===== config.mk =====
export PLATFORM = sky130hd
export DESIGN_NAME = dtmf_pair_counter
export DESIGN_NICKNAME = d
export VERILOG_FILES = /design/src/rtl/dtmf_pc_pkg.sv /design/src/rtl/edge_sync.sv /design/src/rtl/period_meter.sv /design/src/rtl/group_tracker.sv /design/src/rtl/dtmf_pair_counter.sv
export SDC_FILE = /design/constraint.sdc
export NUM_CORES = 1
export LEC_CHECK = 0
export CAP_MARGIN = 40
export CELL_PAD_IN_SITES_DETAIL_PLACEMENT = 0
export CELL_PAD_IN_SITES_GLOBAL_PLACEMENT = 1
export CORE_MARGIN = 1
export CORE_UTILIZATION = 49
export CTS_CLUSTER_SIZE = 24
export DETAILED_ROUTE_END_ITERATION = 12
export PLACE_DENSITY_LB_ADDON = 0.1
export SYNTH_ARGS = -nofsm -noshare
export SYNTH_HDL_FRONTEND = slang
export SYNTH_SLANG_ARGS = --single-unit

===== constraint.sdc =====
create_clock -name clk -period 4.76 [get_ports clk]
set_clock_uncertainty 0.1 [all_clocks]
set_input_delay 0.952 -clock clk [delete_from_list [all_inputs] [get_ports clk]]
set_output_delay 0.952 -clock clk [all_outputs]
set_load 0.005 [all_outputs]

===== src/rtl/dtmf_pc_pkg.sv =====
package dtmf_pc_pkg;

  typedef struct packed {
    logic       hit;
    logic [1:0] idx;
  } bin_t;

  // group 0 = low tones, group 1 = high tones, idx ascending in frequency
  function automatic int unsigned tone_hz(input int grp, input int idx);
    case (grp * 4 + idx)
      0: return 697;
      1: return 770;
      2: return 852;
      3: return 941;
      4: return 1209;
      5: return 1336;
      6: return 1477;
      default: return 1633;
    endcase
  endfunction

  function automatic int unsigned nominal_period(input int unsigned clk_hz, input int grp, input int idx);
    return clk_hz / tone_hz(grp, idx);
  endfunction

  function automatic int unsigned window_half(input int unsigned nom, input int unsigned permille);
    return (nom * permille) / 1000;
  endfunction

  function automatic int unsigned period_limit(input int unsigned clk_hz, input int unsigned permille,
                                               input int unsigned margin_div);
    int unsigned slow;
    slow = nominal_period(clk_hz, 0, 0);
    return slow + window_half(slow, permille) + slow / margin_div;
  endfunction

  function automatic bin_t classify(input int unsigned per, input int unsigned clk_hz, input int grp,
                                    input int unsigned permille);
    bin_t r;
    int unsigned nom;
    int unsigned half;
    r = '0;
    for (int i = 0; i < 4; i++) begin
      nom  = nominal_period(clk_hz, grp, i);
      half = window_half(nom, permille);
      if ((per + half >= nom) && (per <= nom + half)) begin
        r.hit = 1'b1;
        r.idx = 2'(i);
      end
    end
    return r;
  endfunction

  function automatic logic [3:0] pair_code(input logic [1:0] row, input logic [1:0] col);
    if (col == 2'd3) begin
      return (row == 2'd3) ? 4'd0 : 4'(13 + int'(row));
    end else if (row == 2'd3) begin
      return (col == 2'd0) ? 4'd11 : ((col == 2'd1) ? 4'd10 : 4'd12);
    end else begin
      return 4'(int'(row) * 3 + int'(col) + 1);
    end
  endfunction

endpackage


===== src/rtl/edge_sync.sv =====
module edge_sync #(
  parameter int STAGES = 2
) (
  input  logic clk,
  input  logic rst_n,
  input  logic din,
  output logic rise
);
  logic [STAGES:0] chain;

  always_ff @(posedge clk or negedge rst_n) begin
    if (!rst_n) chain <= '0;
    else        chain <= {chain[STAGES-1:0], din};
  end

  assign rise = chain[STAGES-1] & ~chain[STAGES];
endmodule


===== src/rtl/period_meter.sv =====
module period_meter #(
  parameter int unsigned LIMIT = 300,
  parameter int CW = 10
) (
  input  logic          clk,
  input  logic          rst_n,
  input  logic          rise,
  output logic          meas_stb,
  output logic [CW-1:0] meas_per,
  output logic          timeout
);
  localparam logic [CW-1:0] LIM = CW'(LIMIT);

  logic [CW-1:0] cnt;
  logic          armed;

  assign timeout  = armed && !rise && (cnt == LIM);
  assign meas_stb = armed && rise;
  assign meas_per = cnt + 1'b1;

  always_ff @(posedge clk or negedge rst_n) begin
    if (!rst_n) begin
      cnt   <= LIM;
      armed <= 1'b0;
    end else if (rise) begin
      cnt   <= '0;
      armed <= 1'b1;
    end else begin
      if (cnt != LIM) cnt <= cnt + 1'b1;
      if (timeout)    armed <= 1'b0;
    end
  end

  AST_TIMEOUT_SINGLE: assert property (@(posedge clk) disable iff (!rst_n)
    timeout |=> !timeout);
  AST_TIMEOUT_DISARMS: assert property (@(posedge clk) disable iff (!rst_n)
    timeout |=> !meas_stb);
endmodule


===== src/rtl/group_tracker.sv =====
module group_tracker
  import dtmf_pc_pkg::*;
#(
  parameter int unsigned CLK_HZ   = 3_579_545,
  parameter int          GRP      = 0,
  parameter int unsigned PERMILLE = 15,
  parameter int unsigned RUNS     = 4,
  parameter int          CW       = 13
) (
  input  logic          clk,
  input  logic          rst_n,
  input  logic          meas_stb,
  input  logic [CW-1:0] meas_per,
  input  logic          timeout,
  output logic          valid,
  output logic [1:0]    idx
);
  localparam int RW = $clog2(RUNS + 1);
  localparam logic [RW-1:0] RUN_FULL = RW'(RUNS);

  bin_t          bin;
  logic [RW-1:0] run;
  logic [1:0]    last;

  assign bin   = classify(32'(meas_per), CLK_HZ, GRP, PERMILLE);
  assign valid = (run == RUN_FULL);
  assign idx   = last;

  always_ff @(posedge clk or negedge rst_n) begin
    if (!rst_n) begin
      run  <= '0;
      last <= '0;
    end else if (timeout) begin
      run <= '0;
    end else if (meas_stb) begin
      if (!bin.hit) begin
        run <= '0;
      end else if ((bin.idx == last) && (run != '0)) begin
        if (run != RUN_FULL) run <= run + 1'b1;
      end else begin
        run  <= RW'(1);
        last <= bin.idx;
      end
    end
  end

  AST_RUN_CAP: assert property (@(posedge clk) disable iff (!rst_n)
    run <= RUN_FULL);
  AST_RISE_AFTER_MEAS: assert property (@(posedge clk) disable iff (!rst_n)
    $rose(valid) |-> $past(meas_stb && bin.hit));
  AST_MISS_DROPS: assert property (@(posedge clk) disable iff (!rst_n)
    (meas_stb && !bin.hit) |=> !valid);
  AST_TIMEOUT_DROPS: assert property (@(posedge clk) disable iff (!rst_n)
    timeout |=> !valid);
endmodule


===== src/rtl/dtmf_pair_counter.sv =====
module dtmf_pair_counter
  import dtmf_pc_pkg::*;
#(
  parameter int unsigned CLK_HZ       = 3_579_545,
  parameter int unsigned TOL_PERMILLE = 15,
  parameter int unsigned RUNS         = 4,
  parameter int unsigned MARGIN_DIV   = 16,
  parameter int          SYNC_STAGES  = 2
) (
  input  logic       clk,
  input  logic       rst_n,
  input  logic       tone_lo_i,
  input  logic       tone_hi_i,
  output logic       pair_valid_o,
  output logic [3:0] pair_code_o
);
  localparam int unsigned LIMIT = period_limit(CLK_HZ, TOL_PERMILLE, MARGIN_DIV);
  localparam int CW = $clog2(LIMIT + 2);

  logic [1:0] tone_raw;
  logic [1:0] grp_ok;
  logic [1:0] grp_idx [2];
  logic [3:0] held_code;
  logic [3:0] live_code;

  assign tone_raw = {tone_hi_i, tone_lo_i};

  for (genvar g = 0; g < 2; g++) begin : g_grp
    logic          rise_w;
    logic          stb_w;
    logic          to_w;
    logic [CW-1:0] per_w;

    edge_sync #(.STAGES(SYNC_STAGES)) u_sync (
      .clk(clk), .rst_n(rst_n), .din(tone_raw[g]), .rise(rise_w)
    );

    period_meter #(.LIMIT(LIMIT), .CW(CW)) u_meter (
      .clk(clk), .rst_n(rst_n), .rise(rise_w),
      .meas_stb(stb_w), .meas_per(per_w), .timeout(to_w)
    );

    group_tracker #(
      .CLK_HZ(CLK_HZ), .GRP(g), .PERMILLE(TOL_PERMILLE), .RUNS(RUNS), .CW(CW)
    ) u_track (
      .clk(clk), .rst_n(rst_n), .meas_stb(stb_w), .meas_per(per_w),
      .timeout(to_w), .valid(grp_ok[g]), .idx(grp_idx[g])
    );
  end

  assign live_code    = pair_code(grp_idx[0], grp_idx[1]);
  assign pair_valid_o = grp_ok[0] & grp_ok[1];
  assign pair_code_o  = pair_valid_o ? live_code : held_code;

  always_ff @(posedge clk or negedge rst_n) begin
    if (!rst_n)            held_code <= 4'd0;
    else if (pair_valid_o) held_code <= live_code;
  end

  AST_CODE_STEADY: assert property (@(posedge clk) disable iff (!rst_n)
    (pair_valid_o && $past(pair_valid_o)) |-> $stable(pair_code_o));
  AST_CODE_HOLD: assert property (@(posedge clk) disable iff (!rst_n)
    (!pair_valid_o && !$past(pair_valid_o)) |-> $stable(pair_code_o));
endmodule


==> results_tabular.tex <==
\begin{tabular}{lr}
\hline
Metric & Value \\
\hline
\multicolumn{2}{l}{\textbf{Global routing}} \\
Vias in the first global route & 5,303 \\
GRT Total Usage & 29.8\% \\
Maximum number of pins on one net before global-route repair & 49 \\
Number of antenna violations at the first check in global routing & 0 \\
First-pass GRT wire length & 27,000 microns \\
Total congestion overflow & 0 \\
\multicolumn{2}{l}{\textbf{Placed design}} \\
Number of port buffers & 8 \\
HPWL reported at the end of detailed placement & 12,200 microns \\
Placement-stage worst setup slack & 0.335 ns \\
Routability cong. & 0.925 \\
\multicolumn{2}{l}{\textbf{Drt}} \\
Routed vias & 5,381 \\
Mean routed wirelength per cell & 18.8 microns \\
Number of remaining DRC errors & 0 \\
Number of nets with antenna violations after detailed routing & 0 \\
Drt initial violations & 296 \\
1st-pass router iterations & 5 \\
Routed wire length & 15,800 microns \\
Vias per inst & 6.40 \\
\multicolumn{2}{l}{\textbf{Outcome}} \\
Result of the run & completed \\
\multicolumn{2}{l}{\textbf{Synth}} \\
Largest cells by area after synthesis & dfrtp\_1 16\%, ha\_1 6.9\%, dfstp\_2 6.7\%, xnor2\_1 6.3\%, nand2\_1 4.8\% \\
Sequential-to-total area share from yosys stat & 22.3\% \\
Number of synthesized flops with an enable pin & 0 \\
FF+latch count, synth & 48 \\
Share of Yosys cell area claimed by the top area cell type & 15.6\% \\
Synthesized netlist cell count & 696 \\
Cell type with the largest total area after synthesis & dfrtp\_1 \\
Netlist area before placement & 0.00546 sq mm \\
Prevailing post-synth register cell & dfrtp\_1 \\
Share of flip-flops with an asynchronous set or reset & 100\% \\
Warning count from the yosys run & 0 \\
Number of distinct library cell variants in the gate-level netlist after synthesis & 90 \\
Net count after synthesis & 732 \\
Syn avg cell area & 7.84 sq um \\
\multicolumn{2}{l}{\textbf{Setup path}} \\
R2r startpoint & g\_grp[1].u\_meter.cnt[3]\$\_DFFE\_PN1P\_ \\
Required time of the worst setup path & 4.88 ns \\
Start point of the critical path & g\_grp[1].u\_meter.cnt[3]\$\_DFFE\_PN1P\_ \\
Slowest stage cell, crit path & dfstp\_2 \\
Biggest cell delay along the critical path & 0.66 ns \\
Instance count on the critical path & 15 \\
Critical path endpoint category & flip-flop \\
End point of the critical path & g\_grp[1].u\_track.run[0]\$\_DFFE\_PN0P\_ \\
Number of buffer and inverter instances along the worst setup path & 1 \\
CP Launch Type & flip-flop \\
Reg-to-reg setup timing slack & 0.39 ns \\
Capture instance of the worst register-to-register path & g\_grp[1].u\_track.run[0]\$\_DFFE\_PN0P\_ \\
Critical Setup Path Class & reg -> reg \\
Critical path peak fanout & 12 \\
Sequence of cells on the critical path & nand3\_2 > nor3\_2 > nor2\_1 > buf\_4 > ha\_1 > a31oi\_2 > o211ai\_1 > o41ai\_1 > o41a\_1 > o2111ai\_1 > and2\_1 > or4\_4 > a32oi\_2 > a31oi\_1 > o22a\_1 \\
CP arrival & 4.49 ns \\
Cell type group with the largest total delay on the critical path & compound AO/OA/AOI/OAI gates \\
R2r worst-path depth & 15 \\
\multicolumn{2}{l}{\textbf{Clocking}} \\
Number of H-tree levels & 2 \\
Sink Count & 48 \\
Total CTS buffers & 5 \\
Worst-path clk slew & 0.09 ns \\
CTS tree & done \\
Max Root-Sink Buffers & 2 \\
Buffer cell driving the clock tree root & clkbuf\_8 \\
Clock latency at the later pin of the worst-skew pair & 0.33 ns \\
\multicolumn{2}{l}{\textbf{Floorplan}} \\
Die height & 108 microns \\
Core box area & 0.0108 sq mm \\
Effective utilization at floorplan & 50.3\% \\
Horiz. Die Dim & 108 microns \\
Total Die Area & 0.0116 sq mm \\
Boundary Pins & 9 \\
Count of standard-cell rows & 38 \\
\multicolumn{2}{l}{\textbf{STA}} \\
Timing-limited maximum frequency & 229 MHz \\
Least-Margin Pin Slew & 0.914 ns \\
Final Slew Violations & 0 \\
Final count of hold timing violations & 0 \\
Fin crit period & 4.37 ns \\
Max-Slew Margin vs Limit & 38.5\% \\
Total negative slack for setup checks & 0 ns \\
RSZ-0062 raised after global routing & no \\
Crit share post-route & 91.9\% \\
Worst Setup Slack, final & 0.388 ns \\
Total setup violations reported at the end of the flow & 0 \\
\multicolumn{2}{l}{\textbf{Finish}} \\
Number of antenna repair diodes & 0 \\
Final \#Nets & 736 \\
End-of-flow core utilization & 53.6\% \\
Number of filler instances in the final layout & 1,070 \\
Fraction of final layout cells sized beyond drive strength 1 & 10.3\% \\
Relative area change from synthesis to final layout & 6.51\% \\
\multicolumn{2}{l}{\textbf{Power and ir drop}} \\
Max IR drop VDD & 200 uV \\
Leak pwr & 2.27 nW \\
Pwr Density & 241 mW/mm\^{}2 \\
\multicolumn{2}{l}{\textbf{Worst hold path}} \\
Class of the tightest hold or removal check & reg -> reg \\
\multicolumn{2}{l}{\textbf{Run}} \\
Number of max-cap violations & 0 \\
\hline
\end{tabular}
-- Yosys cell counts (all sizes together), types with 4 or more instances --
cell,count
o2111ai,6
and4,4
clkbuf,13
nor4,21
a32oi,4
ha,30
nand3,31
nand4b,4
nor3,24
and3,6
o21bai,5
buf,20
or4,4
and2,10
o311ai,6
a31oi,16
o21a,4
nor2,62
dfrtp,34
mux2i,8
dfstp,14
xnor2,40
a21o,9
nor3b,5
xor2,15
o211ai,9
a211oi,15
nand2b,6
or3,6
inv,30
nand4,11
nand2,73
o22ai,10
a2111oi,4
a21oi,31
o21ai,31
nor2b,10
-- how the worst min path moves through the flow --
stage	start	endpoint	slack, ns	depth (start not counted)
global route	g_grp[1].u_sync.chain[0]$_DFF_PN0_	g_grp[1].u_sync.chain[1]$_DFF_PN0_	0.27	0
CTS	g_grp[0].u_sync.chain[0]$_DFF_PN0_	g_grp[0].u_sync.chain[1]$_DFF_PN0_	0.26	0
floorplan	g_grp[0].u_sync.chain[0]$_DFF_PN0_	g_grp[0].u_sync.chain[1]$_DFF_PN0_	0.23	0
finish	g_grp[0].u_sync.chain[0]$_DFF_PN0_	g_grp[0].u_sync.chain[1]$_DFF_PN0_	0.26	0
global placement	g_grp[1].u_sync.chain[0]$_DFF_PN0_	g_grp[1].u_sync.chain[1]$_DFF_PN0_	0.23	0
detailed placement	g_grp[0].u_sync.chain[0]$_DFF_PN0_	g_grp[0].u_sync.chain[1]$_DFF_PN0_	0.24	0
-- state kept, by name (all words and copies together) (netlist names) --
| register | cells |
|---|---|
| g_grp.u_sync.chain | 6 |
| g_grp.u_track.idx | 4 |
| g_grp.u_meter.armed | 2 |
| g_grp.u_track.run | 6 |
| held_code | 4 |
| g_grp.u_meter.cnt | 26 |
-- cells in the final DEF (no fill, tap or decap), types with 7 or more instances in the layout --
cell / count
nand3_1: 30
a21oi_1: 31
mux2i_1: 8
o211ai_1: 9
dfrtp_1: 34
and2_1: 9
ha_1: 30
clkdlybuf4s50_1: 7
o21ai_0: 30
nor4_1: 20
nor2_1: 62
a211oi_1: 15
a31oi_1: 15
nor3_1: 21
a21o_1: 9
o22ai_1: 10
inv_1: 30
nand4_1: 10
nand2_1: 70
nor2b_1: 10
xnor2_1: 39
xor2_1: 14
buf_4: 22
dfstp_2: 14
-- through the flow --
stage	cell area [sq um]	cells	hold slack, ns	total power, mW
6_report	5810	841	0.257	1.40
5_1_grt	5810	841	0.270	1.51
4_1_cts	5800	841	0.259	1.41
3_5_place_dp	5700	833	0.236	1.12
3_3_place_gp	5700	833	0.234	1.12
2_1_floorplan	5460	696	0.231	0.950
-- final cells by class --
cell class	count	area, sq um	share of cell area (%)
multi-input cells	584	3960	68.2
flip-flops and latches	48	1220	21.0
clock inverters	2	13.8	0.237
inverters	31	116	2.00
well taps	140	175	3.01
repair buffers	30	240	4.13
clock buffers	6	82.6	1.42
-- metal layers --
| metal | routed length (microns) | vias to the layer above | global-route usage (%) |
|---|---|---|---|
| met4 | 746 | 0 | 16.8 |
| met5 | 0 | - | 0 |
| met1 | 6870 | 2541 | 36.2 |
| met3 | 637 | 54 | 5.15 |
| li1 | - | 2612 | - |
| met2 | 7570 | 174 | 49.4 |
-- repair_timing --
item,CTS,global route
setup endpoints to repair,0,3
hold buffers,0,0
setup buffers,0,0
resized for setup,0,3
-- cells by family (layout without fill, tap and decap cells) --
kind of cell,after synthesis,after routing,synth area share (%)
adders and majority gates,32,32,7.61
and+or+nand+nor,293,293,28.4
xor gates and xnor gates,55,55,9.31
muxes,10,10,1.88
buffers and inverters,64,69,5.21
AOI/OAI and AO/OA,194,194,25.2
DFF,48,48,22.3
-- report_power, final --
part	total, mW	leakage [nW]	internal, mW	switching (mW)
sequential	0.517	0.585	0.448	0.0697
combinational	0.605	1.64	0.231	0.374
clock	0.279	0.0516	0.119	0.159
(Power assumes the default switching activity.)
